<file path="config.mk">
export PLATFORM = sky130hd
export DESIGN_NAME = rp_arith_unit
export DESIGN_NICKNAME = d
export VERILOG_FILES = /design/src/rtl/rp_arith_pkg.sv /design/src/rtl/rp_op_unit.sv /design/src/rtl/rp_seq.sv /design/src/rtl/rp_arith_unit.sv
export SDC_FILE = /design/constraint.sdc
export NUM_CORES = 1
export LEC_CHECK = 0
export BUFFER_PORTS_ARGS = -buffer_cell sky130_fd_sc_hd__buf_2
export CORE_MARGIN = 4
export CORE_UTILIZATION = 60
export CTS_CLUSTER_SIZE = 20
export DETAILED_ROUTE_END_ITERATION = 8
export PLACE_DENSITY = 0.93
export SYNTH_ARGS = -nofsm -noshare
export SYNTH_HDL_FRONTEND = slang
export SYNTH_HIERARCHICAL = 1
export SYNTH_SLANG_ARGS = --single-unit
export TNS_END_PERCENT = 50
</file>
<file path="constraint.sdc">
create_clock -name clk -period 9.8 [get_ports clk]
set_clock_uncertainty 0.2 [all_clocks]
set_input_delay 1.96 -clock clk [delete_from_list [all_inputs] [get_ports clk]]
set_output_delay 1.96 -clock clk [all_outputs]
set_load 0.02 [all_outputs]
</file>
<file path="src/rtl/rp_arith_pkg.sv">
package rp_arith_pkg;

    typedef enum logic [2:0] {
        OP_INC   = 3'd0,
        OP_DEC   = 3'd1,
        OP_DAD   = 3'd2,
        OP_HLSUB = 3'd3,
        OP_HLSHR = 3'd4,
        OP_DEROL = 3'd5,
        OP_DEHL  = 3'd6,
        OP_DESP  = 3'd7
    } rp_op_e;

    typedef enum logic [1:0] {
        PR_BC = 2'd0,
        PR_DE = 2'd1,
        PR_HL = 2'd2,
        PR_SP = 2'd3
    } rp_sel_e;

    // bit 0 zero, bit 1 carry, bit 2 sign, bit 3 half-carry
    typedef struct packed {
        logic h;
        logic s;
        logic c;
        logic z;
    } rp_flags_t;

    localparam int LAT_STEP  = 6;
    localparam int LAT_SHIFT = 7;
    localparam int LAT_LONG  = 10;
    localparam int CNT_W     = $clog2(LAT_LONG + 1);

    function automatic logic [CNT_W-1:0] op_latency(rp_op_e op);
        case (op)
            OP_INC, OP_DEC: op_latency = CNT_W'(LAT_STEP);
            OP_HLSHR:       op_latency = CNT_W'(LAT_SHIFT);
            default:        op_latency = CNT_W'(LAT_LONG);
        endcase
    endfunction

endpackage

</file>
<file path="src/rtl/rp_op_unit.sv">
module rp_op_unit
    import rp_arith_pkg::*;
#(
    parameter int W     = 16,
    parameter int IMM_W = 8
) (
    input  rp_op_e           op,
    input  rp_sel_e          sel,
    input  logic [W-1:0]     bc,
    input  logic [W-1:0]     de,
    input  logic [W-1:0]     hl,
    input  logic [W-1:0]     sp,
    input  logic [IMM_W-1:0] imm,
    input  logic             cin,
    output logic [W-1:0]     nbc,
    output logic [W-1:0]     nde,
    output logic [W-1:0]     nhl,
    output logic [W-1:0]     nsp,
    output rp_flags_t        fl,
    output rp_flags_t        wr
);

    localparam int LOW_W = W - 4;

    logic [W-1:0]     pv;
    logic [W-1:0]     step;
    logic [W:0]       dad_sum;
    logic [W:0]       diff;
    logic [LOW_W:0]   low_diff;
    logic [W-1:0]     ext;

    always_comb begin
        case (sel)
            PR_BC:   pv = bc;
            PR_DE:   pv = de;
            PR_HL:   pv = hl;
            default: pv = sp;
        endcase
    end

    assign step     = (op == OP_INC) ? pv + W'(1) : pv - W'(1);
    assign dad_sum  = {1'b0, hl} + {1'b0, pv};
    assign diff     = {1'b0, hl} - {1'b0, bc};
    assign low_diff = {1'b0, hl[LOW_W-1:0]} - {1'b0, bc[LOW_W-1:0]};
    assign ext      = {{(W-IMM_W){1'b0}}, imm};

    always_comb begin
        nbc  = bc;
        nde  = de;
        nhl  = hl;
        nsp  = sp;
        fl   = '0;
        fl.c = cin;
        wr   = '0;
        case (op)
            OP_INC, OP_DEC: begin
                case (sel)
                    PR_BC:   nbc = step;
                    PR_DE:   nde = step;
                    PR_HL:   nhl = step;
                    default: nsp = step;
                endcase
            end
            OP_DAD: begin
                nhl  = dad_sum[W-1:0];
                fl.c = dad_sum[W];
                wr.c = 1'b1;
            end
            OP_HLSUB: begin
                nhl  = diff[W-1:0];
                fl.c = diff[W];
                fl.z = (diff[W-1:0] == '0);
                fl.s = diff[W-1];
                fl.h = low_diff[LOW_W];
                wr   = '1;
            end
            OP_HLSHR: begin
                nhl  = {hl[W-1], hl[W-1:1]};
                fl.c = hl[0];
                wr.c = 1'b1;
            end
            OP_DEROL: begin
                nde  = {de[W-2:0], cin};
                fl.c = de[W-1];
                wr.c = 1'b1;
            end
            OP_DEHL: nde = hl + ext;
            default: nde = sp + ext;
        endcase
    end

endmodule

</file>
<file path="src/rtl/rp_seq.sv">
module rp_seq
    import rp_arith_pkg::*;
(
    input  logic             clk,
    input  logic             rst,
    input  logic             start,
    input  logic [CNT_W-1:0] lat,
    output logic             accept,
    output logic             busy,
    output logic             fire
);

    logic [CNT_W-1:0] cnt;

    assign accept = start && !busy;
    assign fire   = busy && (cnt == CNT_W'(1));

    always_ff @(posedge clk) begin
        if (rst) begin
            busy <= 1'b0;
            cnt  <= '0;
        end else if (accept) begin
            busy <= 1'b1;
            cnt  <= lat - CNT_W'(1);
        end else if (busy) begin
            if (fire) busy <= 1'b0;
            else      cnt  <= cnt - CNT_W'(1);
        end
    end

endmodule

</file>
<file path="src/rtl/rp_arith_unit.sv">
module rp_arith_unit
    import rp_arith_pkg::*;
#(
    parameter int W     = 16,
    parameter int IMM_W = 8
) (
    input  logic             clk,
    input  logic             rst,
    input  logic             start,
    input  logic [2:0]       op,
    input  logic [1:0]       pair_sel,
    input  logic [W-1:0]     bc_in,
    input  logic [W-1:0]     de_in,
    input  logic [W-1:0]     hl_in,
    input  logic [W-1:0]     sp_in,
    input  logic [IMM_W-1:0] imm,
    input  logic             carry_in,
    output logic             busy,
    output logic             done,
    output logic [W-1:0]     bc_out,
    output logic [W-1:0]     de_out,
    output logic [W-1:0]     hl_out,
    output logic [W-1:0]     sp_out,
    output logic [3:0]       flags,
    output logic [3:0]       flags_wr
);

    rp_op_e           op_q;
    rp_sel_e          sel_q;
    logic [W-1:0]     bc_q, de_q, hl_q, sp_q;
    logic [IMM_W-1:0] imm_q;
    logic             cin_q;

    logic             accept, fire;
    logic [W-1:0]     nbc, nde, nhl, nsp;
    rp_flags_t        nfl, nwr;

    rp_seq u_seq (
        .clk    (clk),
        .rst    (rst),
        .start  (start),
        .lat    (op_latency(rp_op_e'(op))),
        .accept (accept),
        .busy   (busy),
        .fire   (fire)
    );

    always_ff @(posedge clk) begin
        if (rst) begin
            op_q  <= OP_INC;
            sel_q <= PR_BC;
            bc_q  <= '0;
            de_q  <= '0;
            hl_q  <= '0;
            sp_q  <= '0;
            imm_q <= '0;
            cin_q <= 1'b0;
        end else if (accept) begin
            op_q  <= rp_op_e'(op);
            sel_q <= rp_sel_e'(pair_sel);
            bc_q  <= bc_in;
            de_q  <= de_in;
            hl_q  <= hl_in;
            sp_q  <= sp_in;
            imm_q <= imm;
            cin_q <= carry_in;
        end
    end

    rp_op_unit #(.W(W), .IMM_W(IMM_W)) u_op (
        .op  (op_q),
        .sel (sel_q),
        .bc  (bc_q),
        .de  (de_q),
        .hl  (hl_q),
        .sp  (sp_q),
        .imm (imm_q),
        .cin (cin_q),
        .nbc (nbc),
        .nde (nde),
        .nhl (nhl),
        .nsp (nsp),
        .fl  (nfl),
        .wr  (nwr)
    );

    always_ff @(posedge clk) begin
        if (rst) begin
            done     <= 1'b0;
            bc_out   <= '0;
            de_out   <= '0;
            hl_out   <= '0;
            sp_out   <= '0;
            flags    <= '0;
            flags_wr <= '0;
        end else begin
            done <= fire;
            if (fire) begin
                bc_out   <= nbc;
                de_out   <= nde;
                hl_out   <= nhl;
                sp_out   <= nsp;
                flags    <= nfl;
                flags_wr <= nwr;
            end
        end
    end

endmodule

</file>
# Word-level counts from Yosys, hierarchy flattened
# Index checks and enable logic that the tools add are counted.
# word_totals
regBits,156
inputBits,81
output_inout_bits,74
wordCells,75
# classes
add_sub_neg,9
n_eq_ne,12
muxes,23
reduce_logical,14
# op_table
cell,count
$pmux 16 s4,2
$mux 16,7
$pmux 16 s3,1
$add 16x8->16,2
$add 16x16->17,1
$sub 16x16->17,1
$add 16x1->16 const B,1
$logic_not 16->1,1
$sub 16x1->16 const B,1
$sub 12x12->13,1
$eq 3x3->1 const B,4
$mux 4,3
$pmux 4 s2,1
$sub 4x1->4 const B,2
$eq 3x1->1 const B,2
$eq 3x2->1 const B,2
$logic_not 3->1,2
$mux 1,6
$reduce_or 3->1,2
$eq 4x1->1 const B,1
$mux 2,2
$pmux 1 s4,1
$reduce_or 2->1,2
$reduce_or 4->1,1
other kinds (8),9

# Longest topological paths before layout
# logic_depth
depth_word,6
depth_mapped,19

# Hierarchy
# The synthesis kept the hierarchy.
# modules_own_cells
module,n_inst,cells_each,area_per_inst_um2
rp_arith_unit,1,490,5376.4
rp_op_unit,1,679,4698.3
rp_seq,1,40,351.6

# Least setup slack after synthesis
# OpenSTA, ideal clock, no wires.
# synth_path
path_type,flip-flop to flip-flop
startpoint,register sel_q[0]
endpoint,register hl_out[13]
setup_ps,128
arrival_ps,4425
slack_ps,5048
stages_incl_launch_ff,16
path_buffers,2
path_cell_list,dfxtp_1 buf_1 buf_1 mux4_2 ha_1 a2111o_1 or2_2 o211a_1 o41ai_4 o21bai_2 a21oi_2 xor2_2 nor2_1 o32a_1 mux2i_1 nor2_1
# synth_via
elab_chain_len,6
elab_cells_between_ends,10
# synth_rtl
item,line_no,rtl
from (decl),rp_arith_unit.sv:29,rp_sel_e sel_q;
from (signal assigned),rp_arith_unit.sv:60,sel_q <= rp_sel_e'(pair_sel);
"$eq 2x2->1, or another cell as far along","rp_op_unit.sv:33, rp_op_unit.sv:57",
$pmux 16 s3,rp_op_unit.sv:33,case (sel)
$sub 16x1->16 / $add 16x1->16 (equally long branches),rp_op_unit.sv:41,assign step = (op == OP_INC) ? pv + W'(1) : pv - W'(1);
$mux 16,rp_op_unit.sv:41,
$mux 16,rp_op_unit.sv:57,case (sel)
$pmux 16 s4 *,rp_op_unit.sv:55,case (op)
named net nhl[13],rp_arith_unit.sv:35,"logic [W-1:0] nbc, nde, nhl, nsp;"
to (signal assigned),rp_arith_unit.sv:101,hl_out <= nhl;
to (decl),rp_arith_unit.sv:22,"output logic [W-1:0] hl_out,"
# Mark *: on every way through the listed nets, which the timed path passes. The rest lies on a longest branch.
# A chain may end at the register's enable or synchronous reset.

==> impl_metrics.yaml <==
status:
  status: "finished clean"
placed_design:
  placed_area_um2: 11170
  port_buffers: 154
  place.gp.congestion: 1.056
  hpwl_um: 24480
critical_path:
  critPathCaptureType: "flip-flop"
  critical_path_class: "flip-flop to flip-flop"
  max_stage_delay_ns: 0.85
  path_max_fanout: 22
  critPathSlowestCell: "dfxtp_1"
  critPathArrivalTime_ns: 4.65
  critPathRequiredTime_ns: 9.89
  path_common_cell: "o21ai_0"
  cp-start-kind: "flip-flop"
  cp_top_family: "compound AO/OA/AOI/OAI gates"
  critPathBufInv: 1
  crit_chain: "mux4_2 -> ha_1 -> inv_1 -> fa_1 -> nor2b_1 -> o21ai_0 -> o22ai_1 -> o41ai_1 -> o21ai_0 -> a21oi_1 -> o21ai_0 -> a211oi_1 -> a21oi_1 -> mux2i_1 -> nor2_1"
timing:
  drv_slew: 0
  rsz0062_at_grt: "false"
  period_minus_slack_ns: 4.551
  finalCritPeriodShare: 0.4644
  max-slew-margin-rel: 0.1670
  tns_ns: 0
  setup_viol: 0
  final_hold_viol_count: 0
  max_freq_mhz: 219.7
  worst_pin_slew_ns: 1.250
cts:
  cts_htree_levels: 4
  insertion_delay_ns: 0.43
  cts_tree: "built"
  clk_pin_slew_ns: 0.07
  post_cts_buffers: 0
  ctsHoldBuffers: 0
  clk_path_buf_depth: 2
  cts-root-buf: "clkbuf_16"
  cts-buffers-inserted: 17
  post_cts_resized: 0
  clock_sinks: 156
final_layout:
  multi_input_area_um2: 6715
  design_area_um2: 11790
  post-route-util: 0.7011
  diodes: 0
  final_common_cell: "nor2_1"
  nFillCells: 1318
  syn2layout_area_growth_pct: 13.09
  final_cell_mix: "nor2_1 (195), mux2i_1 (159), dfxtp_1 (156), buf_2 (153), nand2_1 (74)"
  area.sequential_um2: 3123
  drive_gt1_frac: 0.1746
  nets: 1472
yosys:
  yosys_warnings: 6
  netlist_area_um2: 10430
  synth_cell_types: 75
  synthArstFlopShare: 0
  ys.flop_type: "dfxtp_1"
  synth_top_area_frac: 0.2995
  yosys-top-cells-area: "dfxtp_1 (30%), mux2i_1 (15%), ha_1 (7.1%)"
  ys_ff_latch: 156
  syn_inst: 1209
  avgSynthCellArea_um2: 8.624
  ys_seq_area_frac: 0.2995
  synth.largest_area_cell: "dfxtp_1"
  synth_edf_count: 0
routing:
  wl_um: 33330
  wl_per_cell_um: 21.36
  first_iter_violations: 1433
  vias_per_cell: 6.499
  firstDrtPassIters: 7
  drc: 0
  via_count: 10140
  postRouteAntennaNets: 0
grt:
  grt_usage: 0.3269
  grt_pass1_wl_um: 51240
  grt_max_degree: 86
  grt_pass1_vias: 9513
  grt_antenna_before_repair: 2
  grt_overflow: 0
floorplan:
  dieArea_um2: 19550
  start_util: 0.6199
  ios: 155
  die_height_um: 139.8
  rows: 47
  core_um2: 16820
  fp.dieW_um: 139.8
worst_hold_path:
  worstHoldPathType: "flip-flop to flip-flop"
pwr:
  p_leak_nw: 5.173
  peakVddDrop_mv: 0.1364
  finalPower_mw: 1.923
  powerDensity_nw_per_um2: 163.1
run:
  drv_cap: 0
## tightest hold or removal path, stage by stage, from the launching register on
cell	delay (ns)
dfxtp_1	0.32
mux2i_1	0.06
nor2_1	0.07
## final timing paths
kind                     to  cells after the start      start  slack, ns
hold reg to reg   hl_out[4]                      2  hl_out[4]       0.29
hold / removal    hl_out[4]                      2  hl_out[4]       0.29
setup reg to reg   flags[1]                     15   sel_q[1]       5.25
setup / recovery   flags[1]                     15   sel_q[1]       5.25
## layer usage
layer,global-route usage,routed length [um],up-vias
li1,-,-,4554
met1,0.4265,12840,4770
met2,0.5292,15230,679
met3,0.05969,3573,133
met4,0.1469,1673,2
met5,0,13,-
## Yosys cell counts, types with 11 or more instances
cell type,n
a221oi_1,16
nor2_1,195
dfxtp_1,156
mux2i_1,159
a21oi_1,73
nor3_1,13
o21ai_0,72
mux4_2,16
nor2b_1,11
xnor2_1,29
nand2_1,74
a21o_1,20
o21a_1,20
ha_1,59
clkbuf_1,34
xor2_1,24
nand3_1,13
inv_1,54
## kinds of logic after synthesis
kind of cell | synth area share
mux | 0.1948
buf+inv | 0.05712
xor+xnor | 0.04608
flops | 0.2995
fa+ha+maj | 0.07848
simple gates | 0.1471
other cells | 0.0003597
compound gates | 0.1765
## per-stage QoR
stage	setup WS [ns]	cells	hold WS [ns]
2_1_floorplan	5.048	1211	0.2583
4_1_cts	5.356	1560	0.2964
3_5_place_dp	5.402	1529	0.2809
3_3_place_gp	5.468	1529	0.2695
6_report	5.249	1560	0.2880
5_1_grt	4.869	1560	0.3172
## state kept, by name, summed over array words and instances, names as in the netlist
name        count
de_out         16
sel_q           2
u_seq/cnt       4
hl_q           16
u_seq/busy      1
sp_q           16
flags           4
cin_q           1
bc_q           16
op_q            3
hl_out         16
de_q           16
sp_out         16
flags_wr        4
done            1
imm_q           8
bc_out         16
## where the power goes
part / total (mW) / switching [mW] / internal, mW / leakage (nW)
Sequential: 0.709 / 0.0476 / 0.662 / 1.27
Clock: 0.699 / 0.283 / 0.416 / 0.294
Combinational: 0.514 / 0.315 / 0.200 / 3.61
Total: 1.92 / 0.645 / 1.28 / 5.17
## area by class of cell
class,count,share of cell area
multi-input combinational,934,0.5695
timing repair buffer,165,0.07258
tap,220,0.02334
clock buffer,19,0.03841
inverter,54,0.01740
clock inverter,12,0.01390
sequential,156,0.2649
Power figures use the tool's default switching activity.
